## config.mk

```make
export PLATFORM = sky130hd
export DESIGN_NAME = tsense_conv
export DESIGN_NICKNAME = d
export VERILOG_FILES = /design/src/rtl/tsc_pkg.sv /design/src/rtl/tsc_fwd.sv /design/src/rtl/tsc_div.sv /design/src/rtl/tsc_rev.sv /design/src/rtl/tsense_conv.sv
export SDC_FILE = /design/constraint.sdc
export NUM_CORES = 1
export LEC_CHECK = 0
export BUFFER_PORTS_ARGS = -buffer_cell sky130_fd_sc_hd__buf_2
export CAP_MARGIN = 10
export CORE_UTILIZATION = 45
export CTS_BUF_LIST = sky130_fd_sc_hd__clkbuf_4
export DETAILED_ROUTE_END_ITERATION = 10
export PLACE_DENSITY_LB_ADDON = 0.3
export SLEW_MARGIN = 20
export SYNTH_ARGS = -nofsm -noshare
export SYNTH_HDL_FRONTEND = slang
export SYNTH_SLANG_ARGS = --single-unit
export TNS_END_PERCENT = 5
```

## constraint.sdc

```tcl
create_clock -name clk -period 18.5 [get_ports clk]
set_input_delay 5.55 -clock clk [delete_from_list [all_inputs] [get_ports clk]]
set_output_delay 5.55 -clock clk [all_outputs]
set_load 0.01 [all_outputs]
```

## src/rtl/tsc_pkg.sv

```systemverilog
package tsc_pkg;
    localparam int CODE_W   = 12;
    localparam int SCALE_SH = 20;
    localparam int ACC_W    = 40;
    localparam int MUL_W    = 18;

    localparam logic [CODE_W-1:0] LOW_SEG_CODE = 12'h500;
    localparam int LOW_SEG_MAX_TEMP = 70;
    localparam longint UK_PER_C  = 1000000;
    localparam longint UK_OFFSET = 273150000;

    typedef enum logic [1:0] {
        SEG_LOW      = 2'd0,
        SEG_HI_FIRST = 2'd1,
        SEG_HI_OTHER = 2'd2
    } seg_t;

    typedef struct packed {
        logic signed [ACC_W-1:0] base;
        logic [MUL_W-1:0]        mul;
    } seg_coef_t;

    function automatic seg_t pick_seg(input logic low, input logic first_chan);
        if (low)             return SEG_LOW;
        else if (first_chan) return SEG_HI_FIRST;
        else                 return SEG_HI_OTHER;
    endfunction

    function automatic seg_coef_t coef_of(input seg_t s);
        seg_coef_t c;
        case (s)
            SEG_HI_FIRST: begin c.base = 40'sd271581184; c.mul = 18'd152253; end
            SEG_HI_OTHER: begin c.base = 40'sd289406976; c.mul = 18'd166723; end
            default:      begin c.base = 40'sd233832448; c.mul = 18'd124885; end
        endcase
        return c;
    endfunction
endpackage

```

## src/rtl/tsc_fwd.sv

```systemverilog
module tsc_fwd
    import tsc_pkg::*;
#(
    parameter int CH_W  = 1,
    parameter int OUT_W = 16,
    parameter int UK_W  = 32
) (
    input  logic                    clk,
    input  logic                    rst,
    input  logic                    take,
    input  logic [CH_W-1:0]         chan,
    input  logic [CODE_W-1:0]       code,
    output logic                    done,
    output logic signed [OUT_W-1:0] temp,
    output logic [UK_W-1:0]         ukelvin
);
    seg_coef_t               cf;
    logic signed [ACC_W-1:0] code_s, mul_s, diff, scaled, uk_full;

    always_comb begin
        cf      = coef_of(pick_seg(code >= LOW_SEG_CODE, chan == '0));
        code_s  = $signed({{(ACC_W-CODE_W){1'b0}}, code});
        mul_s   = $signed({{(ACC_W-MUL_W){1'b0}}, cf.mul});
        diff    = cf.base - code_s * mul_s;
        scaled  = diff >>> SCALE_SH;
        uk_full = scaled * ACC_W'(UK_PER_C) + ACC_W'(UK_OFFSET);
    end

    always_ff @(posedge clk) begin
        if (rst) begin
            done    <= 1'b0;
            temp    <= '0;
            ukelvin <= '0;
        end else begin
            done <= take;
            if (take) begin
                temp    <= OUT_W'(scaled);
                ukelvin <= UK_W'(uk_full);
            end
        end
    end
endmodule

```

## src/rtl/tsc_div.sv

```systemverilog
module tsc_div #(
    parameter int NUM_W = 40,
    parameter int DEN_W = 18,
    parameter int Q_W   = 12
) (
    input  logic             clk,
    input  logic             rst,
    input  logic             start,
    input  logic [NUM_W-1:0] num,
    input  logic [DEN_W-1:0] den,
    output logic             busy,
    output logic             done,
    output logic [Q_W-1:0]   quo
);
    localparam int CNT_W = $clog2(NUM_W + 1);

    logic [NUM_W-1:0] dvd;
    logic [DEN_W-1:0] rem, den_q, rem_nx;
    logic [DEN_W:0]   trial;
    logic             ge;
    logic [NUM_W-1:0] q_last;
    logic [CNT_W-1:0] cnt;

    always_comb begin
        trial  = {rem, dvd[NUM_W-1]};
        ge     = trial >= {1'b0, den_q};
        rem_nx = ge ? DEN_W'(trial - {1'b0, den_q}) : DEN_W'(trial);
        q_last = {dvd[NUM_W-2:0], ge};
    end

    always_ff @(posedge clk) begin
        if (rst) begin
            busy  <= 1'b0;
            done  <= 1'b0;
            dvd   <= '0;
            rem   <= '0;
            den_q <= '0;
            cnt   <= '0;
            quo   <= '0;
        end else begin
            done <= 1'b0;
            if (start && !busy) begin
                busy  <= 1'b1;
                dvd   <= num;
                rem   <= '0;
                den_q <= den;
                cnt   <= '0;
            end else if (busy) begin
                dvd <= q_last;
                rem <= rem_nx;
                cnt <= cnt + 1'b1;
                if (cnt == CNT_W'(NUM_W - 1)) begin
                    busy <= 1'b0;
                    done <= 1'b1;
                    quo  <= (|q_last[NUM_W-1:Q_W]) ? {Q_W{1'b1}} : q_last[Q_W-1:0];
                end
            end
        end
    end
endmodule

```

## src/rtl/tsc_rev.sv

```systemverilog
module tsc_rev
    import tsc_pkg::*;
#(
    parameter int CH_W   = 1,
    parameter int TEMP_W = 12
) (
    input  logic                     clk,
    input  logic                     rst,
    input  logic                     req,
    input  logic [CH_W-1:0]          chan,
    input  logic signed [TEMP_W-1:0] temp,
    output logic                     ready,
    output logic                     done,
    output logic [CODE_W-1:0]        code
);
    seg_coef_t               cf;
    logic signed [ACC_W-1:0] t_ext, num_s;
    logic [ACC_W-1:0]        num_u;
    logic                    busy;

    always_comb begin
        t_ext = $signed({{(ACC_W-TEMP_W){temp[TEMP_W-1]}}, temp});
        cf    = coef_of(pick_seg(t_ext <= ACC_W'(LOW_SEG_MAX_TEMP), chan == '0));
        num_s = cf.base - (t_ext <<< SCALE_SH);
        num_u = (num_s > 0) ? $unsigned(num_s) : '0;
    end

    tsc_div #(.NUM_W(ACC_W), .DEN_W(MUL_W), .Q_W(CODE_W)) u_div (
        .clk   (clk),
        .rst   (rst),
        .start (req),
        .num   (num_u),
        .den   (cf.mul),
        .busy  (busy),
        .done  (done),
        .quo   (code)
    );

    assign ready = !busy;
endmodule

```

## src/rtl/tsense_conv.sv

```systemverilog
module tsense_conv
    import tsc_pkg::*;
#(
    parameter int NUM_CH = 2,
    parameter int TEMP_W = 12,
    parameter int OUT_W  = 16,
    parameter int UK_W   = 32,
    localparam int CH_W  = (NUM_CH > 1) ? $clog2(NUM_CH) : 1
) (
    input  logic                     clk,
    input  logic                     rst,
    input  logic                     fwd_valid,
    output logic                     fwd_ready,
    input  logic [CH_W-1:0]          fwd_chan,
    input  logic [CODE_W-1:0]        fwd_code,
    output logic                     fwd_done,
    output logic signed [OUT_W-1:0]  fwd_temp,
    output logic [UK_W-1:0]          fwd_ukelvin,
    input  logic                     rev_valid,
    output logic                     rev_ready,
    input  logic [CH_W-1:0]          rev_chan,
    input  logic signed [TEMP_W-1:0] rev_temp,
    output logic                     rev_done,
    output logic [CODE_W-1:0]        rev_code
);
    assign fwd_ready = 1'b1;

    tsc_fwd #(.CH_W(CH_W), .OUT_W(OUT_W), .UK_W(UK_W)) u_fwd (
        .clk     (clk),
        .rst     (rst),
        .take    (fwd_valid),
        .chan    (fwd_chan),
        .code    (fwd_code),
        .done    (fwd_done),
        .temp    (fwd_temp),
        .ukelvin (fwd_ukelvin)
    );

    tsc_rev #(.CH_W(CH_W), .TEMP_W(TEMP_W)) u_rev (
        .clk   (clk),
        .rst   (rst),
        .req   (rev_valid),
        .chan  (rev_chan),
        .temp  (rev_temp),
        .ready (rev_ready),
        .done  (rev_done),
        .code  (rev_code)
    );
endmodule

```

=== Word-level counts from Yosys, hierarchy flattened ===
Cells that the tools add are included.

* Register bits after elaboration: 145
* Bits of input ports: 30
* Output and inout port bits: 64
* Word-level logic and storage cells: 50

* $add $sub $neg: 5
* $mul: 2
* $lt $le $gt $ge: 4
* Equality and inequality tests: 5
* Multiplexer cells: 15
* Bitwise gates (word level): 2
* Reductions and logical operators: 7

{| class="wikitable"
|+ Operators with widths
! operator !! count
|-
| one-hot mux 47 bit (2 select lines) || 2
|-
| 2-to-1 mux 40 bit || 3
|-
| > comparator 40 x 1 -> 1 bit, second input constant || 1
|-
| subtractor 30 x 32 -> 33 bit || 1
|-
| adder 32 x 30 -> 32 bit, second input constant || 1
|-
| subtractor 29 x 30 -> 31 bit || 1
|-
| multiplier 12 x 18 -> 30 bit || 1
|-
| OR reduction 28 bit || 1
|-
| multiplier 20 x 15 -> 26 bit, second input constant || 1
|-
| >= comparator 19 x 18 -> 1 bit || 1
|-
| 2-to-1 mux 18 bit || 1
|-
| subtractor 18 bit || 1
|-
| >= comparator 12 x 11 -> 1 bit, second input constant || 1
|-
| less-or-equal comparator 12 x 8 -> 1 bit, second input constant || 1
|-
| 2-to-1 mux 12 bit || 1
|-
| 2-to-1 mux 2 bit || 4
|-
| adder 6 x 1 -> 6 bit, second input constant || 1
|-
| == test 6 bit, second input constant || 1
|-
| == test 2 x 1 -> 1 bit, second input constant || 2
|-
| == test 2 bit, second input constant || 2
|-
| 2-to-1 mux 1 bit || 4
|-
| AND reduction 3 bit || 1
|-
| OR reduction 3 bit || 1
|-
| NOT 1 bit || 2
|-
| 4 further kinds || 4
|}

=== Logic depth before layout (Yosys ltp) ===
Gate-level depths: netlist of run 1.

* Depth in word-level cells: 8
* Mapped depth: 47
* Gate-level depth less buffers: 45

=== Cells and area by module ===
Synthesis of run 1 repeated with hierarchy kept, for this count alone.

* Cell total of the unflattened synthesis: 1,957
* Area, all modules: 16,678.5 um^2

{| class="wikitable"
|+ Modules (own cells, without submodules)
! module !! times used !! cells each !! area an instance (um^2) !! seq. area each (um^2)
|-
| tsc_fwd || 1 || 1,205 || 10,875.4 || 720.7
|-
| tsc_div || 1 || 654 || 5,136.2 || 1,921.8
|-
| tsc_rev || 1 || 96 || 655.6 || 0.0
|-
| tsense_conv || 1 || 2 || 11.3 || 0.0
|}

=== Worst setup path after synthesis of run 1 ===
OpenSTA, ideal clock, no wires.

* Kind: input -> register
* Start: input port fwd_code[8]
* End: register u_fwd.ukelvin[31]
* Setup time: 0.130 ns
* Arrival time: 16.437 ns
* Required time: 18.370 ns
* Path slack: 1.933 ns
* Stages on the path: 45
* Buffers on the path: 2
* Path through: clkbuf_1 > o21ai_0 > nand2_1 > inv_1 > nand2_1 > clkbuf_1 > inv_1 > nor2_1 > inv_1 > fa_1 > inv_1 > fa_1 > inv_1 > fa_1 > fa_1 > inv_1 > fa_1 > inv_1 > [9 not listed] > fa_1 > inv_1 > ha_1 > fa_1 > fa_1 > inv_1 > fa_1 > inv_1 > ha_1 > a21o_1 > a21oi_1 > or3b_1 > nand3_1 > o21ai_0 > a2111oi_1 > a211oi_1 > a2111oi_1 > nor3_1

* Longest elaborated chain between the ends: 8
* Elaborated cells on any way between the ends: 9
* Classes of those cells: add/sub: 2; mul: 2; order compare: 1; eq/ne: 2; mux: 2

{| class="wikitable"
|+ RTL lines
! element !! RTL line !! RTL
|-
| start, declared || tsense_conv.sv:15 || <nowiki>input logic [CODE_W-1:0] fwd_code,</nowiki>
|-
| >= comparator 12 x 11 -> 1 bit || tsc_fwd.sv:21 || <nowiki>cf = coef_of(pick_seg(code >= LOW_SEG_CODE, chan == '0));</nowiki>
|-
| 2-to-1 mux 2 bit || tsc_pkg.sv:24 || <nowiki>if (low) return SEG_LOW;</nowiki>
|-
| == test 2 bit / == test 2 x 1 -> 1 bit (equally long branches) || tsc_pkg.sv:31 || <nowiki>case (s)</nowiki>
|-
| one-hot mux 47 bit (2 select lines) || tsc_pkg.sv:31 ||
|-
| multiplier 12 x 18 -> 30 bit || tsc_fwd.sv:24 || <nowiki>diff = cf.base - code_s * mul_s;</nowiki>
|-
| subtractor 29 x 30 -> 31 bit (*) || tsc_fwd.sv:24 ||
|-
| named net u_fwd.diff[23] || tsc_fwd.sv:18 || <nowiki>logic signed [ACC_W-1:0] code_s, mul_s, diff, scaled, uk_full;</nowiki>
|-
| multiplier 20 x 15 -> 26 bit (*) || tsc_fwd.sv:26 || <nowiki>uk_full = scaled * ACC_W'(UK_PER_C) + ACC_W'(UK_OFFSET);</nowiki>
|-
| adder 32 x 30 -> 32 bit (*) || tsc_fwd.sv:26 ||
|-
| end signal, assigned || tsc_fwd.sv:38 || <nowiki>ukelvin <= UK_W'(uk_full);</nowiki>
|-
| end, declared || tsc_fwd.sv:15 || <nowiki>output logic [UK_W-1:0] ukelvin</nowiki>
|}

Mark *: on every way through the listed nets, which the timed path passes. The rest lies on a longest branch.
A chain may end at the register's enable or synchronous reset.

=== Worst setup path after layout of run 1 ===
* Start: input port fwd_code[11]
* End: register u_fwd.ukelvin[31]

The elaborated chain is that of the path after synthesis.

==> summary.md, run 1 <==
| Metric | Value |
|---|---|
| Status | `complete, no violations` |
| Maximum number of pins on one net before global-route repair | `a little over 80` |
| Area added between synthesis and finish | `7.16%` |
| Clock transition at path regs | `130 ps` |
| Most frequent CP cell | `inv_1` |
| Count of filler cells inserted in the layout | `between 3000 and 4000` |
| Max FO, Critical Path | `11` |
| Transition time at the pin with the least slew margin | `approximately 1000 ps` |
| RD Place Congestion | `around 0.94` |
| GR Overflow Total | `0` |
| Count of boundary I/O pins | `94` |
| Timing-limited maximum frequency | `58.2 MHz` |
| R2R cell count | `11` |
| Number of global-route vias before repair | `12600` |
| Die height | `between 150 and 200 um` |
| Share of post-route cells with drive strength above 1 | `0.0809` |
| Post-route setup TNS | `0 ps` |
| YS warnings | `0` |
| Startpoint Class | `primary input` |
| Hold Path Class | `reg2reg` |
| Commonest non-fill, non-tap cell in the layout | `inv_1` |
| Setup violations, final | `0` |
| Total wire length after detailed routing | `approximately 37000 um` |
| Launch point of the worst hold path | `u_fwd.temp[9]` |
| RSZ-0062 raised after global routing | `no` |
| # port buffers | `a little under 90` |
| Tmin final | `approximately 17000 ps` |
| Average detailed-routed wire length per instance | `approximately 15 um` |
| Core Region | `roughly 0.035 mm2` |
| Global-route wire length before repair | `between 60000 and 70000 um` |
| Post-Syn Instances | `between 1500 and 2000` |
| Worst-case clock skew | `roughly 23 ps` |
| Class of the most critical setup path | `in2reg` |
| Number of design-rule violations left by the first detailed-router iteration | `slightly below 800` |
| H-tree levels | `4` |
| Remaining max-slew budget at the tightest pin | `0.309` |
| 1st-pass router iterations | `5` |
| CTS Hold Buffers Added | `0` |
| Data arrival at the endpoint of the critical path | `17610 ps` |
| Antenna violations before repair | `0` |
| Latest clock arrival within the worst-skew pair | `540 ps` |
| Number of nets at the end of the flow | `roughly 2300` |
| Share of the yosys chip area belonging to registers | `0.154` |
| Crit Reg-Reg Endpoint | `u_rev.u_div.rem[8]` |
| Category of the worst setup path capture point | `flip-flop` |
| Cell chosen for the clock root | `clkbuf_4` |
| CTS Sinks | `~120` |
| Number of synthesized register bits | `121` |
| # resized after CTS | `0` |
| Slew Limit Fails | `0` |
| Number of nets still failing antenna checks after routing | `0` |
| Share of synthesized flip-flops with an asynchronous set or reset | `0` |
| Total number of vias | `12400` |
| Combined global-route utilization of all metal layers | `0.213` |
| DP HPWL | `roughly 30000 um` |
| Cell with the largest stage delay on the worst path | `fa_1` |
| Critical register-to-register path startpoint | `u_rev.u_div.den_q[11]` |
| Area of the mapped netlist | `~0.016 mm2` |
| Slowest Stage Delay on Critical Path | `580 ps` |
| Number of violations of the max-capacitance limit | `0` |
| Crit share post-route | `0.928` |
| Initial cell density of the core | `0.456` |
| Number of cell rows | `slightly below 70` |
| Post-synthesis area per instance | `between 8 and 9 um2` |
| Cell depth of the worst hold path | `2` |
| Residual DRC count | `0` |
| Clk buf depth | `2` |
| Count of unique library cells instantiated by Yosys | `80` |
| Horiz. Die Dim | `between 150 and 200 um` |
| Full die area | `about 0.036 mm2` |
| Setup repair bufs after CTS | `0` |
| Commonest cells after routing, fill and taps aside | `inv_1 (397), fa_1 (196), ha_1 (185)` |
| Top_reg_cell synth | `dfxtp_1` |
| Clock tree from TritonCTS | `done` |
| Antenna diode instance count | `0` |
| Via/cell ratio | `between 5 and 6` |
| Critical path data required time | `between 15000 and 20000 ps` |
| Slack of the worst reg-to-reg path | `between 15000 and 20000 ps` |
| Final Hold Viols | `0` |
| Number of flops mapped to enable cells by yosys | `0` |
| Inserted Clock Buffers | `17` |
| Worst hold endpoint | `u_fwd.temp[9]` |
==> Yosys cell counts, types with 4 or more instances <==
cell | number | share of area
and2_1 | 12 | 0.0048
buf_1 | 4 | 0.00095
xnor2_1 | 39 | 0.022
mux2i_1 | 29 | 0.018
o21bai_1 | 5 | 0.0024
a2111o_1 | 4 | 0.0029
nor2_1 | 163 | 0.039
clkbuf_1 | 51 | 0.012
nor3b_1 | 6 | 0.0029
and3_1 | 52 | 0.021
mux2_2 | 4 | 0.0029
o31ai_1 | 5 | 0.0024
a221oi_1 | 6 | 0.0033
inv_1 | 397 | 0.095
a21o_1 | 26 | 0.012
or2_2 | 4 | 0.0016
nor4_1 | 9 | 0.0036
buf_4 | 14 | 0.0067
nand2b_1 | 16 | 0.0063
nor2b_1 | 12 | 0.0048
o21a_1 | 13 | 0.0062
fa_1 | 196 | 0.25
a21oi_1 | 97 | 0.031
o211ai_1 | 13 | 0.0062
nand4_1 | 16 | 0.0063
nor3_1 | 39 | 0.012
nand3_1 | 23 | 0.0073
nand2_1 | 90 | 0.021
or3_1 | 12 | 0.0048
o21ai_0 | 41 | 0.013
ha_1 | 185 | 0.15
a21boi_0 | 4 | 0.0019
a211o_1 | 6 | 0.0033
a211oi_1 | 32 | 0.015
o22ai_1 | 9 | 0.0036
xor2_1 | 20 | 0.011
dfxtp_1 | 121 | 0.15
a31oi_1 | 4 | 0.0016
==> registers in the layout, indices dropped and copies added, names as in the netlist <==
signal             flops
u_rev.u_div.busy       1
u_rev.u_div.rem       18
u_rev.u_div.den_q      7
u_rev.u_div.cnt        6
u_rev.u_div.dvd       40
u_fwd.ukelvin         24
u_rev.u_div.done       1
u_rev.u_div.quo       12
u_fwd.temp            11
u_fwd.done             1
==> area by class of cell <==
cell class / count / area (um2) / area share
Timing Repair Buffer: 98 / 518 / 0.0307
Inverter: 397 / 1490 / 0.0882
Tap cell: 455 / 569 / 0.0337
Clock inverter: 13 / 166 / 0.00985
Clock buffer: 19 / 143 / 0.00844
Multi-Input combinational cell: 1268 / 11600 / 0.686
Sequential cell: 121 / 2420 / 0.143
==> cells by family (layout without fill, tap and decap cells) <==
group           count (synthesis)  in the layout  synth area share
compound gates                307            307             0.134
mux                            33             33            0.0213
flops                         121            121             0.154
xor+xnor                       60             60            0.0338
fa+ha+maj                     381            381             0.396
simple gates                  474            474             0.147
buf+inv                       467            527             0.115
other cells                     2             13          0.000476
==> worst max-delay path by stage <==
stage / cells after the start / slack (ps) / startpoint / end
2_1_floorplan: 45 / 1930 / fwd_code[8] / u_fwd.ukelvin[31]
3_3_place_gp: 46 / 1020 / fwd_code[11] / u_fwd.ukelvin[29]
4_1_cts: 46 / 1360 / fwd_code[11] / u_fwd.ukelvin[31]
5_1_grt: 45 / 510 / fwd_code[11] / u_fwd.ukelvin[31]
3_5_place_dp: 46 / 770 / fwd_code[11] / u_fwd.ukelvin[31]
6_report: 46 / 1320 / fwd_code[11] / u_fwd.ukelvin[31]
==> metal layers <==
layer	share of wire	up-vias	global-route usage
met1	0.47	5931	0.296
li1	-	6134	-
met2	0.46	303	0.345
met4	0.021	0	0.0543
met3	0.049	49	0.0337
met5	0	-	0
==> stage by stage <==
step	worst slack (ps)	hold slack [ps]	std cells	utilization	instance area, um2
after floorplan	1930	436	1856	-	15800
after global placement	1020	447	2339	0.480	16600
after detailed placement	768	463	2339	0.480	16600
after CTS	1360	481	2371	0.489	16900
after global routing	506	496	2371	0.489	16900
final	1320	475	2371	0.489	16900
==> worst max-delay path, delay by kind of cell <==
family	cells	cell delay [ps]
AO/OA/AOI/OAI	13	3130
XOR/XNOR	1	420
adder cells (fa/ha/maj)	13	5650
buffers and inverters	13	1400
AND/OR/NAND/NOR	6	1440
Power of run 1 is left out: the tool's default activity adds up to more than one toggle a clock period on the data nets, which glitch-free logic cannot reach.
==> run 2: changes to the inputs <==
CTS_BUF_LIST = not set   (was sky130_fd_sc_hd__clkbuf_4)
PLACE_DENSITY = 0.74   (was not set)
PLACE_DENSITY_LB_ADDON = not set   (was 0.3)
==> summary.md, run 2 (synthesis results as in run 1) <==
| Metric | Value |
|---|---|
| Class of the most critical setup path | `in2reg` |
| Slew Limit Fails | `0 (unchanged)` |
| Setup repair bufs after CTS | `0 (unchanged)` |
| Cell depth of the worst hold path | `2 (unchanged)` |
| Clk buf depth | `2 (unchanged)` |
| Tmin final | `17400 ps (+220 ps)` |
| Registers with the highest flip-flop counts | `u_rev.u_div.dvd: 40 flops, u_fwd.ukelvin: 24 flops, u_rev.u_div.rem: 18 flops` |
| Number of global-route vias before repair | `12900 (+3.0%)` |
| Inserted Clock Buffers | `17 (unchanged)` |
| Hold Path Class | `reg2reg` |
| Full die area | `0.0358 mm2 (unchanged)` |
| Remaining max-slew budget at the tightest pin | `0.297 (-0.0128)` |
| Max FO, Critical Path | `11 (unchanged)` |
| Global-route wire length before repair | `63200 um (+1.6%)` |
| Start point of the critical path | `fwd_code[11]` |
| # port buffers | `88 (unchanged)` |
| CTS Hold Buffers Added | `0 (unchanged)` |
| 1st-pass router iterations | `7 (+2)` |
| Clock tree from TritonCTS | `done` |
| Final Hold Viols | `0 (unchanged)` |
| Worst-case clock skew | `16.7 ps (-5.95 ps)` |
| Commonest cells after routing, fill and taps aside | `inv_1 (397), fa_1 (196), ha_1 (185)` |
| Critical path data required time | `18800 ps (-130 ps)` |
| Count of filler cells inserted in the layout | `3340 (-1.2%)` |
| Antenna diode instance count | `0 (unchanged)` |
| Critical register-to-register path startpoint | `u_rev.u_div.den_q[11]` |
| Number of nets still failing antenna checks after routing | `0 (unchanged)` |
| Total number of vias | `12600 (+1.4%)` |
| Setup violations, final | `0 (unchanged)` |
| H-tree levels | `4 (unchanged)` |
| GR Overflow Total | `0 (unchanged)` |
| Transition time at the pin with the least slew margin | `1050 ps (+11.7 ps)` |
| Sequential cell area | `0.00242 mm2 (unchanged)` |
| Slowest Stage Delay on Critical Path | `590 ps (about the same)` |
| Die height | `189 um (unchanged)` |
| Most frequent CP cell | `inv_1` |
| Total wire length after detailed routing | `36600 um (+0.17%)` |
| Average detailed-routed wire length per instance | `15.4 um (+0.12%)` |
| Area taken by multi-input logic gates | `0.0116 mm2 (unchanged)` |
| Cell chosen for the clock root | `clkbuf_16` |
| Horiz. Die Dim | `189 um (unchanged)` |
| Cell with the largest stage delay on the worst path | `fa_1` |
| Slack of the worst reg-to-reg path | `15210 ps (about the same)` |
| Number of design-rule violations left by the first detailed-router iteration | `724 (-6.6%)` |
| Core Region | `0.0345 mm2 (unchanged)` |
| Commonest non-fill, non-tap cell in the layout | `inv_1` |
| Combined global-route utilization of all metal layers | `0.217 (+0.00376)` |
| DP HPWL | `29700 um (-0.77%)` |
| Latest clock arrival within the worst-skew pair | `430 ps (-110 ps)` |
| Category of the worst setup path capture point | `flip-flop` |
| Via/cell ratio | `5.31 (+1.4%)` |
| RD Place Congestion | `0.929 (-1.3%)` |
| Count of boundary I/O pins | `94 (unchanged)` |
| Clock transition at path regs | `60 ps (-70 ps)` |
| CTS Sinks | `121 (unchanged)` |
| Number of cell rows | `68 (unchanged)` |
| Maximum number of pins on one net before global-route repair | `82 (unchanged)` |
| Crit share post-route | `0.940 (+0.0119)` |
| # resized after CTS | `0 (unchanged)` |
| Area added between synthesis and finish | `9.08%` |
| Number of nets at the end of the flow | `2315 (+0.043%)` |
| Number of violations of the max-capacitance limit | `0 (unchanged)` |
| Initial cell density of the core | `0.456 (unchanged)` |
| Post-route setup TNS | `0 ps (unchanged)` |
| RSZ-0062 raised after global routing | `no` |
| Startpoint Class | `primary input` |
| R2R cell count | `11 (unchanged)` |
| Share of post-route cells with drive strength above 1 | `0.0814 (+0.000479)` |
| Timing-limited maximum frequency | `57.5 MHz (-1.3%)` |
| Status | `complete, no violations` |
| Data arrival at the endpoint of the critical path | `17700 ps (+90 ps)` |
| Residual DRC count | `0 (unchanged)` |
| Number of flip-flops under the largest register name | `40 (unchanged)` |
| Register with the highest flop count | `u_rev.u_div.dvd` |
| Critical Path End | `u_fwd.ukelvin[31]` |
| Crit Reg-Reg Endpoint | `u_rev.u_div.rem[3]` |
| Antenna violations before repair | `0 (unchanged)` |
-- run 2: cell types whose count changed in the layout (fill, tap and decap cells not counted), sizes merged --
| cell | before | now |
|---|---|---|
| clkbuf | 19 | 17 |
| buf | 98 | 99 |
| clkinvlp | 3 | 1 |
| bufinv | 3 | 2 |
| inv | 401 | 406 |
-- run 2: worst min path at each step --
stage	startpoint	endpoint	slack [ps]
after floorplan	u_rev.u_div.den_q[17]	u_rev.u_div.den_q[17]	440
after global placement	u_rev.u_div.den_q[17]	u_rev.u_div.den_q[17]	450
after detailed placement	u_fwd.temp[9]	u_fwd.temp[9]	450
after CTS	u_fwd.temp[9]	u_fwd.temp[9]	460
after global routing	u_rev.u_div.den_q[17]	u_rev.u_div.den_q[17]	490
final	u_fwd.temp[9]	u_fwd.temp[9]	460
-- run 2: final cells by class --
cell class / instances / share of cell area
sequential: 121 / 0.141
multi-input combinational: 1268 / 0.674
tap: 455 / 0.0331
clock buffer: 17 / 0.0247
clock inverter: 15 / 0.0104
inverter: 397 / 0.0867
timing repair buffer: 99 / 0.0306
-- run 2: through the flow --
stage                      util  area, um2  cells  worst slack [ps]  hold WS, ps
after CTS                 0.498      17200   2372              1100          458
after global routing      0.498      17200   2372              72.1          490
after detailed placement  0.480      16600   2340               704          450
after floorplan               -      15800   1856              1930          436
after global placement    0.480      16600   2340              1020          449
final                     0.498      17200   2372              1100          455
-- run 2: per-layer routing --
metal	share of wire	track usage	wire length [um]	vias up
met5	0	0	0	-
li1	-	-	-	6125
met2	0.46	0.353	16900	309
met3	0.053	0.0335	1930	63
met1	0.46	0.297	16900	6098
met4	0.023	0.0623	854	0
-- run 2: critical path: cells and delay by family --
family | cells | cell delay, ps
fa+ha+maj | 13 | 5650
compound gates | 13 | 3160
simple gates | 6 | 1510
buf+inv | 13 | 1440
xor+xnor | 1 | 380
Power of run 2 is left out for the same reason.
